===== config.mk =====
export PLATFORM = sky130hd
export DESIGN_NAME = sample_decimator
export DESIGN_NICKNAME = d
export VERILOG_FILES = /design/src/rtl/dec_pkg.sv /design/src/rtl/dec_phase_ctr.sv /design/src/rtl/dec_hold_reg.sv /design/src/rtl/dec_hs_fsm.sv /design/src/rtl/sample_decimator.sv
export SDC_FILE = /design/constraint.sdc
export NUM_CORES = 1
export LEC_CHECK = 0
export BUFFER_PORTS_ARGS = -buffer_cell sky130_fd_sc_hd__buf_2
export CELL_PAD_IN_SITES_DETAIL_PLACEMENT = 2
export CELL_PAD_IN_SITES_GLOBAL_PLACEMENT = 2
export CORE_MARGIN = 2
export CORE_UTILIZATION = 30
export DETAILED_ROUTE_END_ITERATION = 6
export PLACE_DENSITY_LB_ADDON = 0.05
export SYNTH_ARGS = -nofsm -noshare
export SYNTH_HDL_FRONTEND = slang
export SYNTH_SLANG_ARGS = --single-unit

===== constraint.sdc =====
create_clock -name clk -period 6.4 [get_ports clk]
set_clock_uncertainty 0.15 [all_clocks]
set_input_delay 0.32 -clock clk [delete_from_list [all_inputs] [get_ports clk]]
set_output_delay 0.32 -clock clk [all_outputs]
set_load 0.01 [all_outputs]

===== src/rtl/dec_pkg.sv =====
package dec_pkg;
  typedef enum logic [2:0] {
    ST_IDLE     = 3'd0,
    ST_ACK_DROP = 3'd1,
    ST_ACK_KEEP = 3'd2,
    ST_WAIT     = 3'd3,
    ST_SEND     = 3'd4
  } hs_state_t;

  function automatic int phase_width(input int ratio);
    return (ratio > 1) ? $clog2(ratio) : 1;
  endfunction
endpackage


===== src/rtl/dec_phase_ctr.sv =====
module dec_phase_ctr #(
  parameter int RATIO = 25
) (
  input  logic clk,
  input  logic rst,
  input  logic step,
  output logic at_zero
);
  localparam int CW = dec_pkg::phase_width(RATIO);
  localparam logic [CW-1:0] LAST = CW'(RATIO - 1);

  logic [CW-1:0] phase;

  always_ff @(posedge clk) begin
    if (rst)
      phase <= '0;
    else if (step)
      phase <= (phase == LAST) ? '0 : phase + 1'b1;
  end

  assign at_zero = (phase == '0);

  assert_phase_range_R1: assert property (@(posedge clk) disable iff (rst)
    phase <= LAST);
  assert_phase_wrap_R1: assert property (@(posedge clk) disable iff (rst)
    (step && phase == LAST) |=> at_zero);
  assert_phase_hold_R7: assert property (@(posedge clk) disable iff (rst)
    !step |=> $stable(phase));
endmodule


===== src/rtl/dec_hold_reg.sv =====
module dec_hold_reg #(
  parameter int W = 36
) (
  input  logic         clk,
  input  logic         load,
  input  logic [W-1:0] din,
  output logic [W-1:0] dout
);
  always_ff @(posedge clk) begin
    if (load)
      dout <= din;
  end
endmodule


===== src/rtl/dec_hs_fsm.sv =====
module dec_hs_fsm
  import dec_pkg::*;
(
  input  logic clk,
  input  logic rst,
  input  logic en,
  input  logic in_valid,
  input  logic keep,
  input  logic out_ready,
  input  logic out_ack,
  output logic in_ready,
  output logic in_ack,
  output logic out_valid,
  output logic capture
);
  hs_state_t state, nxt;

  always_comb begin
    nxt = state;
    unique case (state)
      ST_IDLE:     if (in_valid) nxt = keep ? ST_ACK_KEEP : ST_ACK_DROP;
      ST_ACK_DROP: nxt = ST_IDLE;
      ST_ACK_KEEP: nxt = out_ready ? ST_SEND : ST_WAIT;
      ST_WAIT:     if (out_ready) nxt = ST_SEND;
      ST_SEND:     if (out_ack) nxt = ST_IDLE;
      default:     nxt = ST_IDLE;
    endcase
  end

  always_ff @(posedge clk) begin
    if (rst) begin
      state     <= ST_IDLE;
      in_ready  <= 1'b1;
      in_ack    <= 1'b0;
      out_valid <= 1'b0;
    end else if (en) begin
      state     <= nxt;
      in_ready  <= (nxt == ST_IDLE);
      in_ack    <= (nxt == ST_ACK_DROP) || (nxt == ST_ACK_KEEP);
      out_valid <= (nxt == ST_SEND);
    end
  end

  assign capture = en && in_valid && in_ready;

  assert_ack_follows_capture_R4: assert property (@(posedge clk) disable iff (rst)
    capture |=> in_ack);
  assert_ack_single_R4: assert property (@(posedge clk) disable iff (rst)
    (in_ack && en) |=> !in_ack);
  assert_ready_low_ack_R5: assert property (@(posedge clk) disable iff (rst)
    in_ack |-> !in_ready);
  assert_ready_low_send_R5: assert property (@(posedge clk) disable iff (rst)
    out_valid |-> !in_ready);
  assert_valid_after_ready_R6: assert property (@(posedge clk) disable iff (rst)
    $rose(out_valid) |-> $past(out_ready));
  assert_freeze_R7: assert property (@(posedge clk) disable iff (rst)
    !en |=> ($stable(out_valid) && $stable(in_ready) && $stable(in_ack)));
endmodule


===== src/rtl/sample_decimator.sv =====
module sample_decimator #(
  parameter int W     = 36,
  parameter int RATIO = 25
) (
  input  logic         clk,
  input  logic         rst,
  input  logic         en,
  input  logic         in_valid,
  input  logic [W-1:0] in_data,
  output logic         in_ready,
  output logic         in_ack,
  input  logic         out_ready,
  input  logic         out_ack,
  output logic         out_valid,
  output logic [W-1:0] out_data
);
  logic capture;
  logic keep;

  dec_phase_ctr #(.RATIO(RATIO)) phase_i (
    .clk     (clk),
    .rst     (rst),
    .step    (capture),
    .at_zero (keep)
  );

  dec_hs_fsm fsm_i (
    .clk       (clk),
    .rst       (rst),
    .en        (en),
    .in_valid  (in_valid),
    .keep      (keep),
    .out_ready (out_ready),
    .out_ack   (out_ack),
    .in_ready  (in_ready),
    .in_ack    (in_ack),
    .out_valid (out_valid),
    .capture   (capture)
  );

  dec_hold_reg #(.W(W)) hold_i (
    .clk  (clk),
    .load (capture && keep),
    .din  (in_data),
    .dout (out_data)
  );

  assert_data_hold_R3: assert property (@(posedge clk) disable iff (rst)
    (out_valid && !(out_ack && en)) |=> (out_valid && $stable(out_data)));
  assert_valid_drop_R3: assert property (@(posedge clk) disable iff (rst)
    (out_valid && out_ack && en) |=> !out_valid);
  assert_drop_hidden_R9: assert property (@(posedge clk) disable iff (rst)
    (capture && !keep) |=> !out_valid);
endmodule


==> run metrics, run 1 <==
worst r2r path cells=4; largest net degree at the start of global routing=37; Die ar.=0.006255 mm²; Synth top area share=63.91%; Buffers on Ports=80; vias in the first global route=between 1000 and 1500; main combinational cell family by area after synthesis=simple AND/OR/NAND/NOR gates; Starting DRT DRC Count=43; Reg-to-Reg End=hold_i.dout[27]; initial antenna violation count=0; Hold Violations, Final=0; post-synthesis cell count=about 100; Worst slew margin=34.56%; fin crit period=2.472 ns; endpoint class of the critical path=flop; number of synthesized flops with an enable pin=36; Unique masters post-synth=29; status=completed; Worst EP arrival=between 2 and 2.5 ns; Mapped Nets=146; die height=79.09 µm; Crit Path Class=flop to flop; area grow syn2layout=32.54%; top-count cell post-synth=edfxtp_1; post-CTS resize count=0; Slew Viols, Final=0; final instance area=0.002242 mm²; Via Count=1140; I/O pin count=81; cell taking the most area after synthesis=edfxtp_1; Placement Cell Area=0.002155 mm²; fin crit share=38.63%; Fin Setup TNS=0 ns; CP startpoint=phase_i.phase[0]; Clock Latency Late Sink=0.29 ns; synth top area cells=edfxtp_1 64%, dfxtp_1 13%, nor2_1 1.6%; RD Place Congestion=a little over 0.7; post-synthesis async set-or-reset flop share=0%; FF-to-FF Start=phase_i.phase[0]; first-pass GRT wire length=6065 µm; share of layout cells above drive strength 1=approximately half; post-synthesis adder-cell area fraction=under 10%; HP Start=in_data[18]; Initial Util=30.91%; # Post-CTS Setup Buffers=0; Synth Area in XOR/XNOR=0%; yosys warns=0; compound-gate portion of the synthesized area=approximately 5.9%; worst hold-check path type=input pin to flop; Avg Inst Size Synth=16.58 µm²; Finish-stage setup viols=0; CP Launch Type=flop; register area share after synthesis=76.92%; H-tree depth=2; gr ovfl total=0; top cells by count, synth=36 x edfxtp_1, 11 x dfxtp_1, 7 x nor2_1; hold depth=1; FF+latch count, synth=47; total CTS buffers=5; hold buffers post-CTS=0; Max rail drop VDD=between 0.1 and 0.15 mV; Die X=about 79 µm; Tot GR Track Use=12.76%; drt pass-1 iters=4; Final HPWL DP=3025 µm; Worst-path clk slew=0.09 ns; Cell Area, Synth=0.001692 mm²; CP max FO=36; multiplexer share of the synthesized area=1.183%; post-route ant nets=0; Worst Hold Endpoint=hold_i.dout[18]; Ant. Diodes=0; CTS tree=built; Slew @ Worst Pin=0.9793 ns; RSZ-0062 raised after global routing=false; Max-cap violations=0; power density over the cells=between 200 and 300 mW/mm²; Root Driver=clkbuf_8; simple-gate share of the synthesized area=11.32%; routed wire length=~3900 µm; Synth Flop Type=edfxtp_1; number of clock sinks=47; Core ar.=0.005473 mm²; # rows=27; Max Buffers Root-to-Sink=2; Max Freq=404.5 MHz; WL per Instance=15.22 µm; Crit path required time=~6.2 ns; Leakage=just over 0.9 nW; flop2flop setup slack=3.93 ns; net total in the final layout=230; detailed-route DRC error count=0; Avg Vias per Cell=4.402
==> power breakdown <==
| group | switching [W] | internal (W) | leakage [nW] |
|---|---|---|---|
| Clock | 0.0000991 | 0.0000770 | 0.0483 |
| Sequential | 0.00000629 | 0.000345 | 0.423 |
| Combinational | 0.0000301 | 0.0000244 | 0.440 |
==> how the worst max path moves through the flow <==
stage	end	slack [ns]	cells past startpoint
2_1_floorplan	hold_i.dout[0]	3.23	4
3_3_place_gp	hold_i.dout[33]	4.01	4
3_5_place_dp	hold_i.dout[29]	3.91	4
4_1_cts	hold_i.dout[20]	3.89	4
5_1_grt	hold_i.dout[35]	3.77	4
6_report	hold_i.dout[27]	3.93	4
==> per-layer routing <==
metal,GRT usage (%),part of all wire (%)
met4,3.103,0.48
met1,14.17,39
met5,0,0
met2,22.80,54
met3,5.114,7.0
==> state kept, by name, indices dropped and copies added (netlist names) <==
| register | cells |
|---|---|
| phase_i.phase | 5 |
| fsm_i.in_ready | 1 |
| fsm_i.out_valid | 1 |
| hold_i.dout | 36 |
| fsm_i.state | 3 |
| fsm_i.in_ack | 1 |
==> per-stage QoR <==
stage	worst slack, ns	hold slack (ns)	cells	power [W]	util [%]
floorplan	3.228	0.2689	102	0.0003845	-
global placement	4.014	0.3303	251	0.0004113	39.37
detailed placement	3.905	0.3353	251	0.0004140	39.37
CTS	3.887	0.03253	259	0.0005920	40.97
global route	3.768	0.02308	259	0.0006093	40.97
finish	3.928	0.04425	259	0.0005818	40.97
==> final cells by class <==
| class | instances | area, µm² |
|---|---|---|
| timing repair buffer | 80 | 400.4 |
| clock inverter | 3 | 18.77 |
| multi-input combinational | 47 | 344.1 |
| inverter | 5 | 18.77 |
| sequential | 47 | 1301 |
| clock buffer | 5 | 68.82 |
| tap | 72 | 90.09 |
| fill | 602 | 3231 |
==> critical path, cell delays in order (launching register included) <==
cell     delay [ns]
dfxtp_1        0.35
inv_1          0.09
ha_1           0.22
or4b_4         0.52
nor2_4         0.76
==> cells in the final DEF, fill, tap and decap left out, drive strengths merged <==
cell type   n
a211oi      4
a21oi       5
a311o       1
a31oi       1
a41oi       1
and3        1
and3b       2
buf        80
clkbuf      5
clkinv      2
dfxtp      11
edfxtp     36
ha          2
inv         6
mux2i       2
nand2       5
nand2b      1
nand3       3
nand3b      2
nand4       1
nand4b      2
nor2        7
nor2b       1
nor3        2
nor4b       1
o21ai       1
o31a        1
or4b        1
==> cell families (layout without fill, tap and decap cells) <==
kind of cell / Yosys count / in the layout
DFF: 47 / 47
adders and majority gates: 2 / 2
AOI/OAI and AO/OA: 14 / 14
buffers and inverters: 8 / 93
and+or+nand+nor: 29 / 29
muxes: 2 / 2
Note: power is estimated with default switching activity, not from simulation.
==> inputs of run 2 (changes only) <==
--- a/config.mk
+++ b/config.mk
@@ -9,7 +9,7 @@
 export CELL_PAD_IN_SITES_DETAIL_PLACEMENT = 2
 export CELL_PAD_IN_SITES_GLOBAL_PLACEMENT = 2
 export CORE_MARGIN = 2
-export CORE_UTILIZATION = 30
+export CORE_UTILIZATION = 26
 export DETAILED_ROUTE_END_ITERATION = 6
 export PLACE_DENSITY_LB_ADDON = 0.05
 export SYNTH_ARGS = -nofsm -noshare
==> constraint.sdc (replaced) <==
create_clock -name clk -period 2.15 [get_ports clk]
set_clock_uncertainty 0.15 [all_clocks]
set_input_delay 0.1075 -clock clk [delete_from_list [all_inputs] [get_ports clk]]
set_output_delay 0.1075 -clock clk [all_outputs]
set_load 0.01 [all_outputs]
==> run 2 against run 1 <==
  * Sequential cell count did not move
  * Critical path type unchanged
  * Die area grew 15%
  * Utilization is 2.1 points higher
  * Largest power group unchanged
==> run metrics, run 2 (synthesized netlist as in run 1, its figures left out) <==
flop2flop setup slack=0.25 ns (-3.68 ns); Global Route met3 Usage=4.326% (-0.79 points); post-CTS resize count=0 (unchanged); Core ar.=0.006314 mm² (+15%); Avg Vias per Cell=4.332 (-1.6%); Leakage=1.103 nW (+21%); Power Total=0.002041 W (+250%); Fin Setup TNS=0 ns (unchanged); Ant. Diodes=0 (unchanged); Initial Util=26.79% (-4.1 points); Hold Violations, Final=0 (unchanged); Final HPWL DP=2963 µm (-2.0%); area grow syn2layout=60.73%; Die ar.=0.007167 mm² (+15%); largest registers=hold_i.dout (36), phase_i.phase (5), fsm_i.state (3); Worst EP arrival=1.75 ns (-0.49 ns); Worst Hold Endpoint=fsm_i.state[1]; clock share of power=37.5% (+7.2 points); I/O pin count=81 (unchanged); Slew @ Worst Pin=0.3729 ns (-0.6065 ns); Int Pwr=0.001617 W (+260%); status=completed; Reg-to-Reg End=hold_i.dout[27]; Comb power frac=11.2% (+1.8 points); CP max FO=36 (unchanged); largest net degree at the start of global routing=37 (unchanged); net total in the final layout=270 (+17%); fillcell total=660 (+9.6%); Worst-path clk slew=0.09 ns (about the same); CP Launch Type=flop; Max-cap violations=0 (unchanged); Starting DRT DRC Count=27 (-37%); Root Driver=clkbuf_8; commonest non-fill, non-tap cell in the layout=buf_2; routed wire length=4697 µm (+19%); Crit Path Class=flop to flop; Max Freq=525.2 MHz (+30%); Sequential Power Share=51.3% (-9.1 points); worst r2r path cells=5 (+1); Die X=84.66 µm (+7.0%); fin crit period=1.904 ns (-0.5682 ns); post-route ant nets=0 (unchanged); HP Start=in_valid; Switching Share=20.77% (-2.5 points); switching power=0.0004240 W (+210%); post-layout util=43.06% (+2.1 points); endpoint class of the critical path=flop; gr ovfl total=0 (unchanged); grt met1 use=15.72% (+1.5 points); detailed-route DRC error count=0 (unchanged); WL per Instance=15.45 µm (+1.5%); met2 Use GR=23.98% (+1.2 points); first-pass GRT wire length=7486 µm (+23%); Via Count=1317 (+16%); CTS tree=built; # rows=29 (+7.4%); hold depth=4 (+3); Max Buffers Root-to-Sink=2 (unchanged); Max rail drop VDD=0.3146 mV (+140%); RSZ-0062 raised after global routing=false; share of layout cells above drive strength 1=44.05% (-6.7 points); Clock Latency Late Sink=0.30 ns (about the same); drt pass-1 iters=4 (unchanged); Tot GR Track Use=13.62% (+0.85 points); total CTS buffers=5 (unchanged); number of clock sinks=47 (unchanged); initial antenna violation count=0 (unchanged); Most Crowded Layer GR=met2; Finish-stage setup viols=0 (unchanged); RD Place Congestion=0.6957 (-4.3%); Slew Viols, Final=0 (unchanged); FF-to-FF Start=phase_i.phase[0]; H-tree depth=2 (unchanged); fin crit share=88.55% (+50 points); power density over the cells=750.8 mW/mm² (+190%); most frequent cells in the layout=80 x buf_2, 39 x dlygate4sd3_1, 36 x edfxtp_1; die height=84.66 µm (+7.0%); vias in the first global route=1447 (+22%); max reg flops=36 (unchanged); Largest Register=hold_i.dout; Worst slew margin=75.04% (+40 points); worst hold-check path type=input pin to flop; Buffers on Ports=80 (unchanged); Crit path required time=1.99 ns (-4.18 ns)
## run 2: changes by cell type in the layout (fill, tap and decap cells not counted), moves of 2 or more
cell           previous run  this run
dlygate4sd3_1             0        39
bufinv_16                 0         2
clkinv_2                  2         0
dfxtp_1                  11         9
dfxtp_2                   0         2
inv_1                     5         3
inv_2                     0         2
## run 2: routing by layer
| layer | share of wire, % | routed length (µm) |
|---|---|---|
| met1 | 42 | 1985 |
| met2 | 51 | 2382 |
| met3 | 5.7 | 269 |
| met4 | 1.3 | 60 |
| met5 | 0 | 0 |
## run 2: repair_timing
item                                   CTS  global route
hold buffers                            39             0
setup buffers                            0             0
endpoints found under the hold margin   43             0
setup endpoints to repair                0             0
## run 2: how the worst max path moves through the flow
stage / endpoint / slack [ns] / start
detailed placement: hold_i.dout[15] / 0.26 / phase_i.phase[0]
finish: hold_i.dout[27] / 0.25 / phase_i.phase[0]
floorplan: hold_i.dout[0] / 0.02 / phase_i.phase[1]
global placement: hold_i.dout[34] / 0.30 / phase_i.phase[1]
global route: hold_i.dout[14] / 0.20 / phase_i.phase[0]
CTS: hold_i.dout[25] / 0.24 / phase_i.phase[0]
## run 2: critical path: stages (launching register included)
cell and delay (ns):
dfxtp_2 0.36, inv_2 0.08, ha_4 0.14, or4b_4 0.49, nor2_4 0.14, buf_12 0.22
## run 2: power groups by stage
stage	Combinational [W]	Clock [W]	Sequential (W)
after floorplan	0.0000633	0	0.00108
after global placement	0.000168	0	0.00106
after detailed placement	0.000173	0	0.00107
after CTS	0.000231	0.000785	0.00105
after global routing	0.000251	0.000823	0.00105
final	0.000229	0.000766	0.00105
## run 2: layout make-up
type | count | area, µm² | area share, %
Clock buffer | 6 | 72.57 | 2.669
Clock inverter | 2 | 60.06 | 2.209
Inverter | 5 | 18.77 | 0.6903
Tap cell | 77 | 96.34 | 3.543
Sequential cell | 47 | 1304 | 47.95
Timing Repair Buffer | 120 | 810.8 | 29.82
Multi-Input combinational cell | 47 | 356.6 | 13.12
## run 2: through the flow
| stage | hold slack (ns) | std cells | area [µm²] | setup slack [ns] |
|---|---|---|---|---|
| floorplan | 0.05637 | 102 | 1714 | 0.01768 |
| global placement | 0.1352 | 257 | 2196 | 0.3014 |
| finish | 0.1025 | 304 | 2719 | 0.2461 |
| global route | 0.09450 | 304 | 2719 | 0.1985 |
| detailed placement | 0.1358 | 257 | 2196 | 0.2555 |
| CTS | 0.08749 | 304 | 2719 | 0.2408 |
==> inputs of run 3 (changes only) <==
--- a/config.mk
+++ b/config.mk
@@ -5,11 +5,11 @@
 export SDC_FILE = /design/constraint.sdc
 export NUM_CORES = 1
 export LEC_CHECK = 0
+export ABC_CLOCK_PERIOD_IN_PS = 2150
 export BUFFER_PORTS_ARGS = -buffer_cell sky130_fd_sc_hd__buf_2
-export CELL_PAD_IN_SITES_DETAIL_PLACEMENT = 2
-export CELL_PAD_IN_SITES_GLOBAL_PLACEMENT = 2
+export CAP_MARGIN = 5
 export CORE_MARGIN = 2
-export CORE_UTILIZATION = 26
+export CORE_UTILIZATION = 30
 export DETAILED_ROUTE_END_ITERATION = 6
 export PLACE_DENSITY_LB_ADDON = 0.05
 export SYNTH_ARGS = -nofsm -noshare
==> run 3 against run 2 <==
  * Utilization increased by 5.7 points
  * Hold slack got worse by 0.091 ns
  * First-iteration DRC count increased by 81%
  * Sequential share of layout area increased by 0.95 points
  * Die area decreased by 13%
  * Via count decreased by 2.4%
  * Count of clock-buffer cells in the layout decreased by 1
  * Critical endpoint is now hold_i.dout[1]
  * Largest power group unchanged
==> run metrics, run 3 (synthesized netlist as in run 1, its figures left out) <==
die height=79.09 µm (-6.6%); largest registers=hold_i.dout (36), phase_i.phase (5), fsm_i.state (3); Max Freq=516.1 MHz (-1.7%); area grow syn2layout=57.62%; Die ar.=0.006255 mm² (-13%); status=completed; Die X=79.09 µm (-6.6%); Seq. cell area=0.001304 mm² (unchanged); endpoint class of the critical path=flop; hold buffers post-CTS=38 (-2.6%); Leakage=1.080 nW (-2.0%); Worst-path clk slew=0.09 ns (about the same); Final HPWL DP=2514 µm (-15%); Largest Register=hold_i.dout; net total in the final layout=270 (unchanged); drt pass-1 iters=4 (unchanged); Ant. Diodes=0 (unchanged); gr ovfl total=0 (unchanged); Finish-stage setup viols=0 (unchanged); Buffers on Ports=80 (unchanged); post-route ant nets=0 (unchanged); detailed-route DRC error count=0 (unchanged); H-tree depth=2 (unchanged); post-layout util=48.72% (+5.7 points); Slew @ Worst Pin=0.3716 ns (-0.001247 ns); Max Buffers Root-to-Sink=2 (unchanged); RD Place Congestion=0.6886 (-1.0%); Max-cap violations=0 (unchanged); Multi-input gate area=356.6 µm² (unchanged); post-CTS resize count=0 (unchanged); routed wire length=3736 µm (-20%); Slew Viols, Final=0 (unchanged); Worst slew margin=75.12% (+0.083 points); CP max FO=16 (-56%); Fin Setup TNS=0 ns (unchanged); Hold Violations, Final=0 (unchanged); total CTS buffers=5 (unchanged); fillcell total=481 (-27%); # Post-CTS Setup Buffers=0 (unchanged); Max rail drop VDD=0.2675 mV (-15%); Tot GR Track Use=12.02% (-1.6 points); most frequent cells in the layout=80 x buf_2, 38 x dlygate4sd3_1, 36 x edfxtp_1; I/O pin count=81 (unchanged); worst hold-check path type=input pin to flop; # rows=27 (-6.9%); RSZ-0062 raised after global routing=false; power density over the cells=672.1 mW/mm² (-10%); WL per Instance=12.49 µm (-19%); max reg flops=36 (unchanged); first-pass GRT wire length=5706 µm (-24%); fin crit share=90.12% (+1.6 points); commonest non-fill, non-tap cell in the layout=buf_2; fin crit period=1.938 ns (+0.03377 ns); Clock Latency Late Sink=0.30 ns (about the same); share of layout cells above drive strength 1=44.49% (+0.44 points); Starting DRT DRC Count=49 (+81%); CTS tree=built; Root Driver=clkbuf_8; Crit Path Class=flop to flop; Avg Vias per Cell=4.301 (-0.72%); Core ar.=0.005473 mm² (-13%); Initial Util=30.91% (+4.1 points); Via Count=1286 (-2.4%); vias in the first global route=1211 (-16%); Worst EP arrival=1.78 ns (+0.03 ns); CP Launch Type=flop; number of clock sinks=47 (unchanged); initial antenna violation count=0 (unchanged); Crit path required time=1.99 ns (about the same); largest net degree at the start of global routing=21 (-43%)
-- run 3: where the power goes --
part,total (W),internal (W),switching [W]
registers,0.00104,0.00103,0.0000177
logic,0.000224,0.000126,0.0000981
clock network,0.000524,0.000227,0.000298
-- run 3: final timing paths --
| path | start | depth (start not counted) | slack [ns] | endpoint |
|---|---|---|---|---|
| worst min-delay path | out_ready | 3 | 0.01 | fsm_i.state[1] |
| worst max register to register | phase_i.phase[0] | 5 | 0.21 | hold_i.dout[1] |
| worst max-delay path | phase_i.phase[0] | 5 | 0.21 | hold_i.dout[1] |
| worst min register to register | fsm_i.in_ack | 2 | 0.34 | fsm_i.in_ack |
-- run 3: cell type report --
type,instances,area share [%]
multi-input combinational,47,13.37
tap,72,3.379
timing repair buffer,120,30.31
clock inverter,3,0.7508
sequential,47,48.90
clock buffer,5,2.581
inverter,5,0.7039
-- run 3: critical path, cell delays in order, from the launching register on --
cell     delay [ns]
dfxtp_2        0.36
inv_2          0.07
ha_4           0.14
or4b_4         0.50
nor2_4         0.16
buf_4          0.25
-- run 3: metal layers --
layer / routed length (µm) / track usage (%) / vias to the layer above
met5: 0 / 0 / -
met4: 112 / 5.517 / 0
met3: 275 / 4.886 / 11
met2: 1807 / 19.58 / 55
met1: 1541 / 13.84 / 584
li1: - / - / 636
-- run 3: stage by stage --
| stage | cells | hold slack [ns] | power, W | worst slack, ns | area (µm²) |
|---|---|---|---|---|---|
| final | 299 | 0.01144 | 0.001792 | 0.2124 | 2666 |
| after floorplan | 102 | 0.05637 | 0.001148 | 0.01768 | 1714 |
| after global placement | 253 | 0.1348 | 0.001233 | 0.2452 | 2197 |
| after detailed placement | 253 | 0.1356 | 0.001237 | 0.2196 | 2197 |
| after global routing | 299 | 0.005076 | 0.001890 | 0.1302 | 2666 |
| after CTS | 299 | 0.002932 | 0.001822 | 0.1958 | 2666 |
